### src/rtl/refdiv_pkg.sv
package refdiv_pkg;
    localparam int CODE_W    = 4;
    localparam int RATIO_MAX = 320;
    localparam int CNT_W     = $clog2(RATIO_MAX + 1);

    typedef enum logic [1:0] {
        S_LOAD = 2'd0,
        S_HIGH = 2'd1,
        S_LOW  = 2'd2
    } div_state_e;
endpackage

### src/rtl/refdiv_ratio_dec.sv
module refdiv_ratio_dec
    import refdiv_pkg::*;
(
    input  logic [CODE_W-1:0] code,
    output logic [CNT_W-1:0]  ratio,
    output logic [CNT_W-1:0]  hi_len
);
    localparam int SH_W = CODE_W - 1;

    logic [SH_W-1:0] shift;

    always_comb begin
        shift = code[SH_W-1:0];
        if (!code[CODE_W-1]) begin
            ratio = CNT_W'(2) << shift;
        end else if (shift == '0) begin
            ratio = CNT_W'(24);
        end else begin
            ratio = CNT_W'(5) << (shift - SH_W'(1));
        end
        hi_len = ratio >> 1;
    end
endmodule

### src/rtl/refdiv_fsm.sv
module refdiv_fsm
    import refdiv_pkg::*;
(
    input  logic             clk,
    input  logic             rst_n,
    input  logic [CNT_W-1:0] new_ratio,
    input  logic [CNT_W-1:0] new_hi,
    output logic             cmp_clk,
    output logic             cmp_stb
);
    div_state_e       state_q, state_d;
    logic [CNT_W-1:0] cnt_q, cnt_d;
    logic [CNT_W-1:0] ratio_q, ratio_d;
    logic [CNT_W-1:0] act_lo;

    assign act_lo = ratio_q - (ratio_q >> 1);

    always_ff @(posedge clk or negedge rst_n) begin
        if (!rst_n) begin
            state_q <= S_LOAD;
            cnt_q   <= '0;
            ratio_q <= CNT_W'(2);
        end else begin
            state_q <= state_d;
            cnt_q   <= cnt_d;
            ratio_q <= ratio_d;
        end
    end

    always_comb begin
        state_d = state_q;
        cnt_d   = cnt_q - CNT_W'(1);
        ratio_d = ratio_q;
        unique case (state_q)
            S_LOAD: begin
                state_d = S_HIGH;
                ratio_d = new_ratio;
                cnt_d   = new_hi - CNT_W'(1);
            end
            S_HIGH: begin
                if (cnt_q == '0) begin
                    state_d = S_LOW;
                    cnt_d   = act_lo - CNT_W'(1);
                end
            end
            S_LOW: begin
                if (cnt_q == '0) begin
                    state_d = S_HIGH;
                    ratio_d = new_ratio;
                    cnt_d   = new_hi - CNT_W'(1);
                end
            end
            default: begin
                state_d = S_LOAD;
                cnt_d   = '0;
            end
        endcase
    end

    always_comb begin
        cmp_clk = (state_q == S_HIGH);
        cmp_stb = (state_q == S_LOW) && (cnt_q == '0);
    end

    AST_STB_THEN_RISE: assert property (@(posedge clk) disable iff (!rst_n)
        cmp_stb |=> $rose(cmp_clk));
    AST_RATIO_HELD: assert property (@(posedge clk) disable iff (!rst_n)
        (state_q != S_LOAD && !cmp_stb) |=> $stable(ratio_q));
    AST_CNT_IN_RANGE: assert property (@(posedge clk) disable iff (!rst_n)
        (state_q != S_LOAD) |-> (cnt_q < ratio_q));
    AST_RATIO_LEGAL: assert property (@(posedge clk) disable iff (!rst_n)
        (state_q == S_HIGH) |-> (ratio_q >= CNT_W'(2) && ratio_q <= CNT_W'(RATIO_MAX)));
endmodule

### src/rtl/refdiv_outsel.sv
module refdiv_outsel (
    input  logic clk,
    input  logic rst_n,
    input  logic en_in,
    input  logic sel_in,
    input  logic cmp_clk,
    output logic pad_out,
    output logic pad_oe
);
    logic en_q, sel_q;

    always_ff @(posedge clk or negedge rst_n) begin
        if (!rst_n) begin
            en_q  <= 1'b1;
            sel_q <= 1'b1;
        end else begin
            en_q  <= en_in;
            sel_q <= sel_in;
        end
    end

    always_comb begin
        pad_oe  = en_q;
        pad_out = en_q ? (sel_q ? cmp_clk : clk) : 1'b0;
    end

    AST_OE_FALL_CAUSE: assert property (@(posedge clk) disable iff (!rst_n)
        $fell(pad_oe) |-> !$past(en_in));
endmodule

### src/rtl/ref_ratio_divider.sv
module ref_ratio_divider
    import refdiv_pkg::*;
(
    input  logic              clk_ref,
    input  logic              rst_n,
    input  logic [CODE_W-1:0] ratio_code,
    input  logic              out_en,
    input  logic              out_sel,
    output logic              cmp_stb,
    output logic              refcmp_out,
    output logic              refcmp_oe
);
    logic [CNT_W-1:0] dec_ratio;
    logic [CNT_W-1:0] dec_hi;
    logic             cmp_clk;

    refdiv_ratio_dec u_dec (
        .code   (ratio_code),
        .ratio  (dec_ratio),
        .hi_len (dec_hi)
    );

    refdiv_fsm u_fsm (
        .clk       (clk_ref),
        .rst_n     (rst_n),
        .new_ratio (dec_ratio),
        .new_hi    (dec_hi),
        .cmp_clk   (cmp_clk),
        .cmp_stb   (cmp_stb)
    );

    refdiv_outsel u_out (
        .clk     (clk_ref),
        .rst_n   (rst_n),
        .en_in   (out_en),
        .sel_in  (out_sel),
        .cmp_clk (cmp_clk),
        .pad_out (refcmp_out),
        .pad_oe  (refcmp_oe)
    );
endmodule

### config.mk
export PLATFORM = sky130hd
export DESIGN_NAME = ref_ratio_divider
export DESIGN_NICKNAME = d
export VERILOG_FILES = /design/src/rtl/refdiv_pkg.sv /design/src/rtl/refdiv_ratio_dec.sv /design/src/rtl/refdiv_fsm.sv /design/src/rtl/refdiv_outsel.sv /design/src/rtl/ref_ratio_divider.sv
export SDC_FILE = /design/constraint.sdc
export NUM_CORES = 1
export LEC_CHECK = 0
export BUFFER_PORTS_ARGS = -buffer_cell sky130_fd_sc_hd__buf_2
export CAP_MARGIN = 20
export CORE_MARGIN = 2
export CORE_UTILIZATION = 40
export DETAILED_ROUTE_END_ITERATION = 10
export PLACE_DENSITY = 0.65
export SYNTH_ARGS = -nofsm -noshare
export SYNTH_HDL_FRONTEND = slang
export SYNTH_SLANG_ARGS = --single-unit
### constraint.sdc
create_clock -name clk_ref -period 2.85 [get_ports clk_ref]
set_input_delay 0.285 -clock clk_ref [delete_from_list [all_inputs] [get_ports clk_ref]]
set_output_delay 0.285 -clock clk_ref [all_outputs]
set_load 0.02 [all_outputs]
==> results of run 1 <==
[layout make-up]
type | count | area share
inverters | 14 | 0.0256
well taps | 52 | 0.0317
clock buffers | 8 | 0.0495
flip-flops and latches | 22 | 0.270
multi-input cells | 166 | 0.579
repair buffers | 14 | 0.0440
[state kept, by name (all words and copies together), names as in the netlist]
register       cells
u_fsm.state_q      2
u_out.pad_oe       1
u_out.sel_q        1
u_fsm.ratio_q      9
u_fsm.cnt_q        9
[layout by cell type (no fill, tap or decap), types with 4 or more instances in the layout]
cell,n
sky130_fd_sc_hd__nand2b_1,5
sky130_fd_sc_hd__o21ai_0,6
sky130_fd_sc_hd__ha_1,10
sky130_fd_sc_hd__a21o_1,4
sky130_fd_sc_hd__dfrtp_1,19
sky130_fd_sc_hd__and3_1,5
sky130_fd_sc_hd__o22ai_1,4
sky130_fd_sc_hd__xnor2_1,6
sky130_fd_sc_hd__a21oi_1,15
sky130_fd_sc_hd__nor3_1,4
sky130_fd_sc_hd__inv_1,14
sky130_fd_sc_hd__nand2_1,13
sky130_fd_sc_hd__o31ai_1,5
sky130_fd_sc_hd__buf_2,10
sky130_fd_sc_hd__o21ai_1,5
sky130_fd_sc_hd__a211oi_1,4
sky130_fd_sc_hd__clkbuf_8,7
sky130_fd_sc_hd__nand3_1,6
sky130_fd_sc_hd__nor2_1,13
sky130_fd_sc_hd__nor2b_1,4
[worst max path at each step]
stage                           endpoint  slack [ns]
after floorplan           u_fsm.cnt_q[4]        0.65
after global placement    u_fsm.cnt_q[4]        0.28
after detailed placement  u_fsm.cnt_q[4]        0.18
after CTS                        cmp_stb        0.29
after global routing             cmp_stb        0.14
final                            cmp_stb        0.26
[routing by layer]
metal  wire length [um]  up-vias  track usage  part of all wire
li1                   -      825            -                 -
met5                  0        -            0                 0
met2               1960       30        0.273              0.45
met3                103        9       0.0236             0.023
met1               2240      767        0.263              0.51
met4                 95        0       0.0755             0.022
[worst reg2reg max path, stage by stage (launching register included)]
cell	delay (ns)
sky130_fd_sc_hd__dfstp_2	0.58
sky130_fd_sc_hd__inv_1	0.05
sky130_fd_sc_hd__ha_1	0.22
sky130_fd_sc_hd__fa_1	0.41
sky130_fd_sc_hd__a21o_1	0.20
sky130_fd_sc_hd__a221oi_1	0.30
sky130_fd_sc_hd__xnor2_1	0.16
sky130_fd_sc_hd__a21oi_1	0.08
sky130_fd_sc_hd__o31ai_1	0.21
[cells by family after synthesis]
| kind of cell | count (synthesis) |
|---|---|
| compound gates | 73 |
| simple gates | 67 |
| buf+inv | 27 |
| flops | 22 |
| fa+ha+maj | 11 |
| mux | 8 |
| xor+xnor | 7 |
[metrics by stage]
step | total power [mW] | worst slack (ns) | area (sq um) | hold slack [ns] | util
floorplan | 1.66 | 0.654 | 1870 | -0.0106 | -
global placement | 1.92 | 0.281 | 1920 | 0.290 | 0.436
detailed placement | 1.94 | 0.179 | 1920 | 0.292 | 0.436
CTS | 2.29 | 0.293 | 2050 | 0.275 | 0.464
global route | 2.50 | 0.138 | 2050 | 0.308 | 0.464
finish | 2.30 | 0.261 | 2050 | 0.281 | 0.464
[synthesized netlist by cell type (all sizes together), types with 3 or more instances]
library cell  count
a211oi            4
clkbuf            4
mux2              5
buf               9
or3               3
and3              5
nand3             7
dfrtp            19
inv              14
o31ai             5
a2bb2oi           3
dfstp             3
nor2             13
o21ai            13
mux2i             3
nand2b            5
nor2b             4
o22ai             4
xnor2             6
a21oi            16
a21o              4
a22oi             3
nand2            13
nor3b             3
ha               10
nor3              4
[power by group]
part	total (mW)	internal, mW	switching (mW)	leakage, nW
Combinational	1.33	0.637	0.698	0.547
Clock	0.365	0.221	0.144	0.0633
Sequential	0.598	0.449	0.149	0.269
==> run summary, run 1 <==
The total leakage power is 0.879 nW. In this run the worst setup path begins at u_fsm.cnt_q[0]. The total wire length is 4400 um, and the post-CTS clock slew at the launch and capture registers of the worst setup and hold paths is 0.09 ns. The run gives 23 as the largest net degree at the start of global routing. The post-synthesis instance total was 215; the antenna diode count was 0.

The number of instances resized during post-cts repair was 0. The cell accounting for the most synthesized area was sky130_fd_sc_hd__dfrtp_1. The number of cells on the worst reg-to-reg path works out to 8. The total instance count after detailed placement is 266, and the xor/xnor share of the synthesized area is 0.0328. For the worst setup path, the data arrival time is 2.30 ns. Across the run, the number of max-cap violations was 0. The critical path contains buffers and inverters numbering 3 combined. The tools report the number of failing setup endpoints in the final timing report as 0. The top-area cell type share of the netlist area came out at 0.254. The critical path goes through inv_1 > ha_1 > nor3b_2 > and3_1 > buf_4 > and2_1 > buf_2.

The layout has 425 filler cells. At the end of the flow, the number of nets in the layout was 244. The largest family of logic cells by synthesized area is compound AO/OA/AOI/OAI gates. The worst register-to-register path begins at u_fsm.ratio_q[1].

For this run the aggregate overflow at the end of global routing stands at 0. The average cell area after synthesis works out to 8.69 sq um. In this run the worst hold path is classified as primary input to register. In the final timing run, aggregate negative setup slack is 0 ns. Maximum net fanout on the critical path: 13. The category of the worst setup path launch point is a register. For the part of the Yosys area used for sequential elements, the log shows 0.297. Setup repair after global routing left no endpoint under its margin. TritonCTS built the clock tree. The number of gates on the worst path with buffers counted was 7; the fraction of the mapped netlist area in adder cells was 0.0776. Yosys printed 0 warnings. The sequential cells in the finished layout cover a total of 554 sq um. The setup slack on the worst flop-to-flop path is 0.55 ns.

The count of cells in the finished layout, fillers not included, comes to 276. The run gives 0 as the number of max-slew violations in the final report. On the worst path, the slowest cell contributes a delay of 0.45 ns.

At the later pin of the worst-skew pair, clock insertion delay measures 0.38 ns. The worst path in the final design needs a cycle of 2.59 ns, including I/O delays and setup. The critical path is of the register to output port type. The routed wirelength normalized by instance count was 15.9 um; the simple-gate share of the synthesized area was 0.197.

The mapped netlist covers 0.00187 sq mm. The synthesized-area fraction occupied by ao, oa, aoi and oai cells was 0.274; the multiplexer share of the synthesized area was 0.0522. The tools report the hold path startpoint as ratio_code[0].

The logs give 386 MHz for the top achievable clock speed and 4 for the number of optimization iterations in the first detailed-route pass. The part of the cycle the worst path needs is 0.908. The logs give 1546 for the via count of the first global-routing pass and 24 for the number of rows in the core area. By area the synthesized netlist is led by sky130_fd_sc_hd__dfrtp_1, sky130_fd_sc_hd__ha_1, sky130_fd_sc_hd__dfstp_2. Once detailed placement completed, the half-perimeter wirelength came to 3260 um. Using the TritonRoute via totals, the vias-per-cell ratio works out to 5.91. The final-report hold violation count was 0; the violation count after the first detailed-routing iteration was 73.

Measured along the x axis, the die boundary spans 72.4 um. When the netlist entered floorplanning its net count stood at 234. The footprint of the multi-input gates is 0.00119 sq mm, and the initial antenna violation count is 0.

The worst setup path is captured at an output port. The tools report the area of the die as 0.00524 sq mm. Endpoint of the worst hold-timing path: u_fsm.ratio_q[6].

Number of hold buffers added after cts: 3. The count of buffers inserted at the top-level ports works out to 10. The placeable core region is 0.00441 sq mm, and the measured slew at the worst slew-check pin is 0.706 ns.

VDD sags by at most 0.436 mV. The post-synthesis async set-or-reset flop share was 1.00. In the routed design, unresolved DRC markers number 0. Compared with the post-synthesis result, the final layout area differs by 9.64%.

For the number of placed I/O pins, the log shows 11. Counting instances, the worst hold path has a depth of 3. The distinct cell type count after synthesis was 62; the via count was 1631. The run gives 2.57 ns as the data required time of the critical path. For the remaining max-slew budget at the tightest pin, the log shows 0.518. The cell with the biggest individual delay on the critical path is sky130_fd_sc_hd__dfrtp_1. The flip-flop and latch count after synthesis is 22.

Power density over the cells: 1120 mW/mm^2. The run finished with clean final reports. The kind of cell with the highest combined delay along the critical path is simple AND/OR/NAND/NOR gates. Leading register cell type out of synthesis: sky130_fd_sc_hd__dfrtp_1. The number of setup buffers added after CTS is 0. The congestion estimate from routability-driven global placement came to 0.826. The clock arrives with 0.00253 ns of skew.

The total routing usage reported by global routing was 0.182; the share of layout cells above drive strength 1 was 0.161. The first-pass GRT wire length is 7400 um. Once detail routing completed, the nets flagged for antenna violations numbered 0. The reg-to-reg endpoint is u_fsm.cnt_q[6]. The initial core utilization was 0.423. The y dimension of the die was 72.4 um. The number of enable-type register cells in the synthesized netlist was 0.
(Power assumes the default switching activity.)
==> run 2: changes to the inputs <==
--- a/config.mk
+++ b/config.mk
@@ -10,7 +10,7 @@
 export CORE_MARGIN = 2
 export CORE_UTILIZATION = 40
 export DETAILED_ROUTE_END_ITERATION = 10
-export PLACE_DENSITY = 0.65
+export PLACE_DENSITY = 0.6
 export SYNTH_ARGS = -nofsm -noshare
 export SYNTH_HDL_FRONTEND = slang
 export SYNTH_SLANG_ARGS = --single-unit
==> run 2 against run 1 <==
Total power down 1.4%. Maximum frequency up 8.1%. Clock skew rose by 0.0039 ns. First-iteration DRC count is 4.1% lower. Critical endpoint unchanged. Core utilization shrank 0.23 points. Cell area is 0.49% lower.
==> run summary, run 2 (synthesized netlist as in run 1, its figures left out) <==
The insertion delay to the later sink of the worst-skew pair was 0.38 ns. Compared with the post-synthesis result, the final layout area differs by 9.10%. The logs give 3210 um for the detailed-placement wirelength estimate and 0 for the max-capacitance violation count. After detailed routing, the number of remaining DRC violations is 0. For the via count of the first global-routing pass, the log shows 1516. The data arrival time of the worst path was 2.11 ns; the overall power was 2.27 mW.

Measured along the y axis, the die boundary spans 72.4 um. Number of rows in the core area: 24. Setup repair after global routing left no endpoint under its margin. The part of the cycle the worst path needs works out to 0.840. The share of layout cells above drive strength 1 was 0.156. After clock tree synthesis, the clock-pin slew on the worst setup and hold paths is 0.08 ns. The total routing usage reported by global routing came out at 0.187.

The count of buffers inserted at the top-level ports works out to 10. The run gives 0.626 as the remaining max-slew budget at the tightest pin. STA classifies the critical path startpoint as a register. In the layout the commonest cells are sky130_fd_sc_hd__dfrtp_1, sky130_fd_sc_hd__a21oi_1, sky130_fd_sc_hd__inv_1. The share of the core filled with cells in the final layout was 0.462. Minimum period implied by the final worst setup slack: 2.40 ns. The tools report the worst setup timing slack at the placement stage as 0.394 ns. The logs give 0 for the number of max-slew violations in the final report and 0.00524 sq mm for the area of the die. Entering global routing, the biggest net connects 23 pins.

Setup violations remaining at the end of the flow were counted as 0. At the worst endpoint, the required time is 2.57 ns. The tools report the total grt overflow as 0.

For this run, the slowest stage of the critical path takes 0.45 ns. The initial antenna violation count was 0; the final weighted congestion in routability-driven placement was 0.870. Dividing the detail-routed via count by the number of cells gives 5.84.

In this run, the number of DRC markers left after iteration 0 of detailed routing was 70. The first global-routing pass estimated 7400 um of wire. Based on the critical path, the design can be clocked at up to 417 MHz.

Along the worst path, the maximum fanout reaches 7. The logs give 0.00441 sq mm for the placeable core region and 0.00639 ns for the clock tree skew after final layout. The count of nets left with antenna violations once routing finished came out at 0.

The initial core utilization was 0.423. Dividing total power by cell area gives a power density of 1110 mW/mm^2. Post-CTS timing repair inserted 0 buffers for setup. The critical path in this run is classified as register to output port. The most common cell after layout, fill and taps aside was sky130_fd_sc_hd__dfrtp_1. Traced cell by cell, the critical path runs through inv_1 > ha_1 > nor3b_2 > and3_1 > and2_1 > buf_2. For the pin with the worst max-slew slack, the measured transition is 0.547 ns. Post-CTS repair changed the size of 0 cells. For this block, the routed nets add up to 4310 um of wire. Dividing the detail-routed wire length by the instance count gives 15.6 um.

The worst setup path is captured at an output port. The largest registers in the layout are u_fsm.cnt_q x9, u_fsm.ratio_q x9, u_fsm.state_q x2. In this run the worst hold path is classified as primary input to register. On the critical path, the stage with the largest delay is an instance of sky130_fd_sc_hd__dfrtp_1.

In this run, placement finished with an instance count of 266. The worst path meets setup with 0.455 ns of slack. The tools report the number of placed I/O pins as 11. In the final timing run, aggregate negative setup slack is 0 ns.

Final-report hold violation count: 0. In this run the static leakage power is 0.873 nW. The first TritonRoute pass finished after 4 iterations. TritonCTS built the clock tree. The worst-case IR drop observed on VDD is 0.434 mV.

Post-layout instance count excluding filler cells: 276. The final layout contains 244 nets. Buffers inserted to repair hold after CTS numbered 2.

Via count: 1612. The repair_antennas step left the layout with diodes totalling 0. The flow ran to the end, and the final reports show no timing, DRC or antenna violations. In this run the horizontal extent of the chip is 72.4 um.
## run 2: worst paths after layout
check / to / slack, ns / cells past startpoint / from
worst max-delay path: cmp_stb / 0.45 / 6 / u_fsm.cnt_q[0]
worst min-delay path: u_fsm.ratio_q[6] / 0.27 / 3 / ratio_code[0]
worst max register to register: u_fsm.cnt_q[8] / 0.53 / 8 / u_fsm.ratio_q[1]
worst min register to register: u_fsm.ratio_q[1] / 0.51 / 2 / u_fsm.ratio_q[1]
max in group asynchronous: u_out.sel_q / 2.07 / 2 / rst_n
min in group asynchronous: u_fsm.ratio_q[0] / 0.41 / 2 / rst_n
## run 2: power breakdown
group | internal, mW | switching [mW]
combinational | 0.635 | 0.697
sequential | 0.449 | 0.147
clock | 0.198 | 0.141
## run 2: per-stage QoR
stage	area, sq um	hold slack, ns
after floorplan	1870	-0.0106
final	2040	0.273
after detailed placement	1920	0.287
after global routing	2040	0.282
after global placement	1920	0.290
after CTS	2030	0.000806
## run 2: final cells by class
class	instances	area, sq um
well taps	52	65.1
repair buffers	14	90.1
clock buffers	8	91.3
fillers	427	2370
flip-flops and latches	22	554
multi-input cells	166	1190
inverters	14	52.6
## run 2: critical path: cells and delay by family, from the launching register on
| kind | cells | cell delay [ns] |
|---|---|---|
| adders and majority gates | 1 | 0.20 |
| buffers and inverters | 2 | 0.23 |
| DFF | 1 | 0.45 |
| and+or+nand+nor | 3 | 0.86 |
## run 2: metal layers
metal	global-route usage	share of wire
met3	0.0333	0.029
met2	0.276	0.46
met5	0	0
met4	0.0881	0.016
met1	0.263	0.50
==> run 3: changes to the inputs <==
--- a/config.mk
+++ b/config.mk
@@ -10,7 +10,7 @@
 export CORE_MARGIN = 2
 export CORE_UTILIZATION = 40
 export DETAILED_ROUTE_END_ITERATION = 10
-export PLACE_DENSITY = 0.6
+export PLACE_DENSITY = 0.62
 export SYNTH_ARGS = -nofsm -noshare
 export SYNTH_HDL_FRONTEND = slang
 export SYNTH_SLANG_ARGS = --single-unit
==> constraint.sdc (replaced) <==
create_clock -name clk_ref -period 2.2 [get_ports clk_ref]
set_input_delay 0.22 -clock clk_ref [delete_from_list [all_inputs] [get_ports clk_ref]]
set_output_delay 0.22 -clock clk_ref [all_outputs]
set_load 0.02 [all_outputs]
==> run 3 against run 2 <==
Die area unchanged. Critical path depth increased by 2. Clock-buffer cell count decreased by 1. Combinational power increased by 44%. Register-to-register slack got worse by 0.43 ns. Core utilization increased by 5.3 points. Via count increased by 8.5%. Clock skew decreased by 0.0048 ns. Largest cell class unchanged.
==> run summary, run 3 (synthesized netlist as in run 1, its figures left out) <==
The y dimension of the die was 72.4 um; the data required time of the critical path was 2.48 ns. TritonCTS built the clock tree. The count of nets left with antenna violations once routing finished came out at 0.

The class of the most critical setup path was register to register. The insertion delay to the later sink of the worst-skew pair is 0.37 ns, and the total instance count after detailed placement is 283. The total leakage power was 0.989 nW. The clock tree skew after final layout came out at 0.00161 ns.

The tool flagged a number of max-cap violations equal to 0. In the layout the commonest cells are sky130_fd_sc_hd__buf_4, sky130_fd_sc_hd__dfrtp_1, sky130_fd_sc_hd__a21oi_1. Entering global routing, the biggest net connects 23 pins.

The placement-stage cell area was 0.00205 sq mm. The tools report the reg-to-reg endpoint as u_fsm.cnt_q[6]. Following the worst setup path forward leads to its endpoint at u_fsm.cnt_q[6]. The number of cells on the worst reg-to-reg path is 8.

The core region is 0.00441 sq mm. Setup violations remaining at the end of the flow were counted as 0. For the total routing usage reported by global routing, the log shows 0.191. For the final-report hold violation count, the log shows 0.

For this run, design rule violations remaining after detail routing come to 0. The number of optimization iterations in the first detailed-route pass was 4; the summed area of non-filler cells in the final layout was 0.00227 sq mm. The library cell used most frequently in the layout, excluding fill and tap cells, is sky130_fd_sc_hd__buf_4. Setup repair after global routing could not meet its margin everywhere. The setup slack on the worst flop-to-flop path was 0.10 ns. The number of nets in the layout came out at 264. The most critical setup path has its startpoint at u_fsm.ratio_q[1].

Clock-pin slew was measured on the worst setup and hold paths at 0.09 ns. The largest registers in the layout are u_fsm.cnt_q x9, u_fsm.ratio_q x9, u_fsm.state_q x2. The horizontal extent of the die is 72.4 um, and the data arrival time of the worst path is 2.38 ns. The share of layout cells above drive strength 1 is 0.275, and the violation count after the first detailed-routing iteration is 113.

The part of the cycle the worst path needs is 0.954, and the number of rows in the core area is 24. The remaining max-slew budget at the tightest pin was 0.571; the total grt overflow was 0. The initial antenna violation count is 0. The area overhead of the layout relative to synthesis was 21.7%; the worst-case vdd ir drop was 0.681 mV.

The tools report the via count as 1749. During I/O placement, the number of pins put on the boundary was 11. The tools report the launch instance of the worst register-to-register path as u_fsm.ratio_q[1].

Once detailed placement completed, the half-perimeter wirelength came to 3460 um. The top achievable clock speed came out at 477 MHz. The via count of the first global-routing pass came out at 1599. The initial core utilization came out at 0.423. The flow ran to the end, and the final reports show no timing, DRC or antenna violations. Path class of the lowest-slack min-delay path: primary input to register. At the end of routability-driven placement, the weighted congestion stood at 0.879.

At the pin with the least slew margin, the transition time is 0.627 ns. Port buffering added 10 buffers. The number of antenna diodes in the final layout is 0. In this run the worst path has a maximum fanout of 3. The sort of element at the end of the critical path is a register.

The run gives 0.515 as the share of the core filled with cells in the final layout. The minimum period implied by the final worst setup slack is 2.10 ns. Total wire length: 4710 um. The tools report the category of the worst setup path launch point as a register. The routed wirelength normalized by instance count was 15.9 um. For the number of max-slew violations in the final report, the log shows 0.

The die covers 0.00524 sq mm. In the routed layout, each cell is associated on average with a via count of 5.91. The filler cells instantiated in the layout total 416. The power density over the cells works out to 1430 mW/mm^2.

The post-layout instance count excluding filler cells came out at 296. For the first-pass GRT wire length, the log shows 7780 um.
-- run 3: per-layer routing --
layer | GRT usage | routed length [um] | share of wire
met1 | 0.276 | 2300 | 0.49
met2 | 0.290 | 2150 | 0.46
met3 | 0.0347 | 175 | 0.037
met4 | 0.0566 | 78 | 0.017
met5 | 0 | 0 | 0
-- run 3: what timing repair did --
item / in CTS / in global routing
cloned: 0 / 0
endpoints found under the hold margin: 21 / 0
endpoints found under the setup margin: 2 / 9
pin swaps: 0 / 2
setup buffers: 1 / 3
gates resized for setup: 5 / 9
hold buffers: 3 / 0
-- run 3: metrics by stage --
step	power (mW)	hold WS, ns	setup WS [ns]	TNS [ns]
floorplan	2.16	-0.0756	0.0618	0
global placement	2.55	0.233	-0.0637	-0.0637
detailed placement	2.56	0.231	-0.127	-0.162
CTS	3.16	0.195	0.0210	0
global route	3.52	0.208	-0.0522	-0.0522
finish	3.25	0.197	0.102	0
-- run 3: worst max-delay path, stage by stage (launching register included) --
cell,delay [ns]
sky130_fd_sc_hd__dfstp_2,0.54
sky130_fd_sc_hd__inv_2,0.04
sky130_fd_sc_hd__ha_4,0.16
sky130_fd_sc_hd__fa_2,0.35
sky130_fd_sc_hd__a21o_1,0.20
sky130_fd_sc_hd__a221oi_2,0.25
sky130_fd_sc_hd__xnor2_1,0.15
sky130_fd_sc_hd__a21oi_1,0.09
sky130_fd_sc_hd__o31ai_1,0.22
-- run 3: report_power, final --
| part | internal, mW | total [mW] | switching [mW] |
|---|---|---|---|
| combinational | 0.935 | 1.92 | 0.988 |
| sequential | 0.580 | 0.769 | 0.189 |
| clock | 0.369 | 0.558 | 0.188 |
| total | 1.89 | 3.25 | 1.36 |
-- run 3: area by class of cell --
| cell class | count | area (sq um) | area share |
|---|---|---|---|
| well taps | 52 | 65.1 | 0.0286 |
| multi-input cells | 166 | 1240 | 0.547 |
| inverters | 14 | 52.6 | 0.0231 |
| clock buffers | 7 | 87.6 | 0.0385 |
| clock inverters | 1 | 30.0 | 0.0132 |
| repair buffers | 34 | 240 | 0.106 |
| flip-flops and latches | 22 | 554 | 0.244 |
-- run 3: worst min path at each step --
stage,startpoint,end,cells past startpoint
after floorplan,rst_n,u_fsm.cnt_q[0],0
final,ratio_code[2],u_fsm.ratio_q[2],3
after global placement,rst_n,u_fsm.state_q[0],1
after CTS,ratio_code[2],u_fsm.ratio_q[2],3
after detailed placement,rst_n,u_fsm.cnt_q[0],1
after global routing,ratio_code[2],u_fsm.ratio_q[2],3
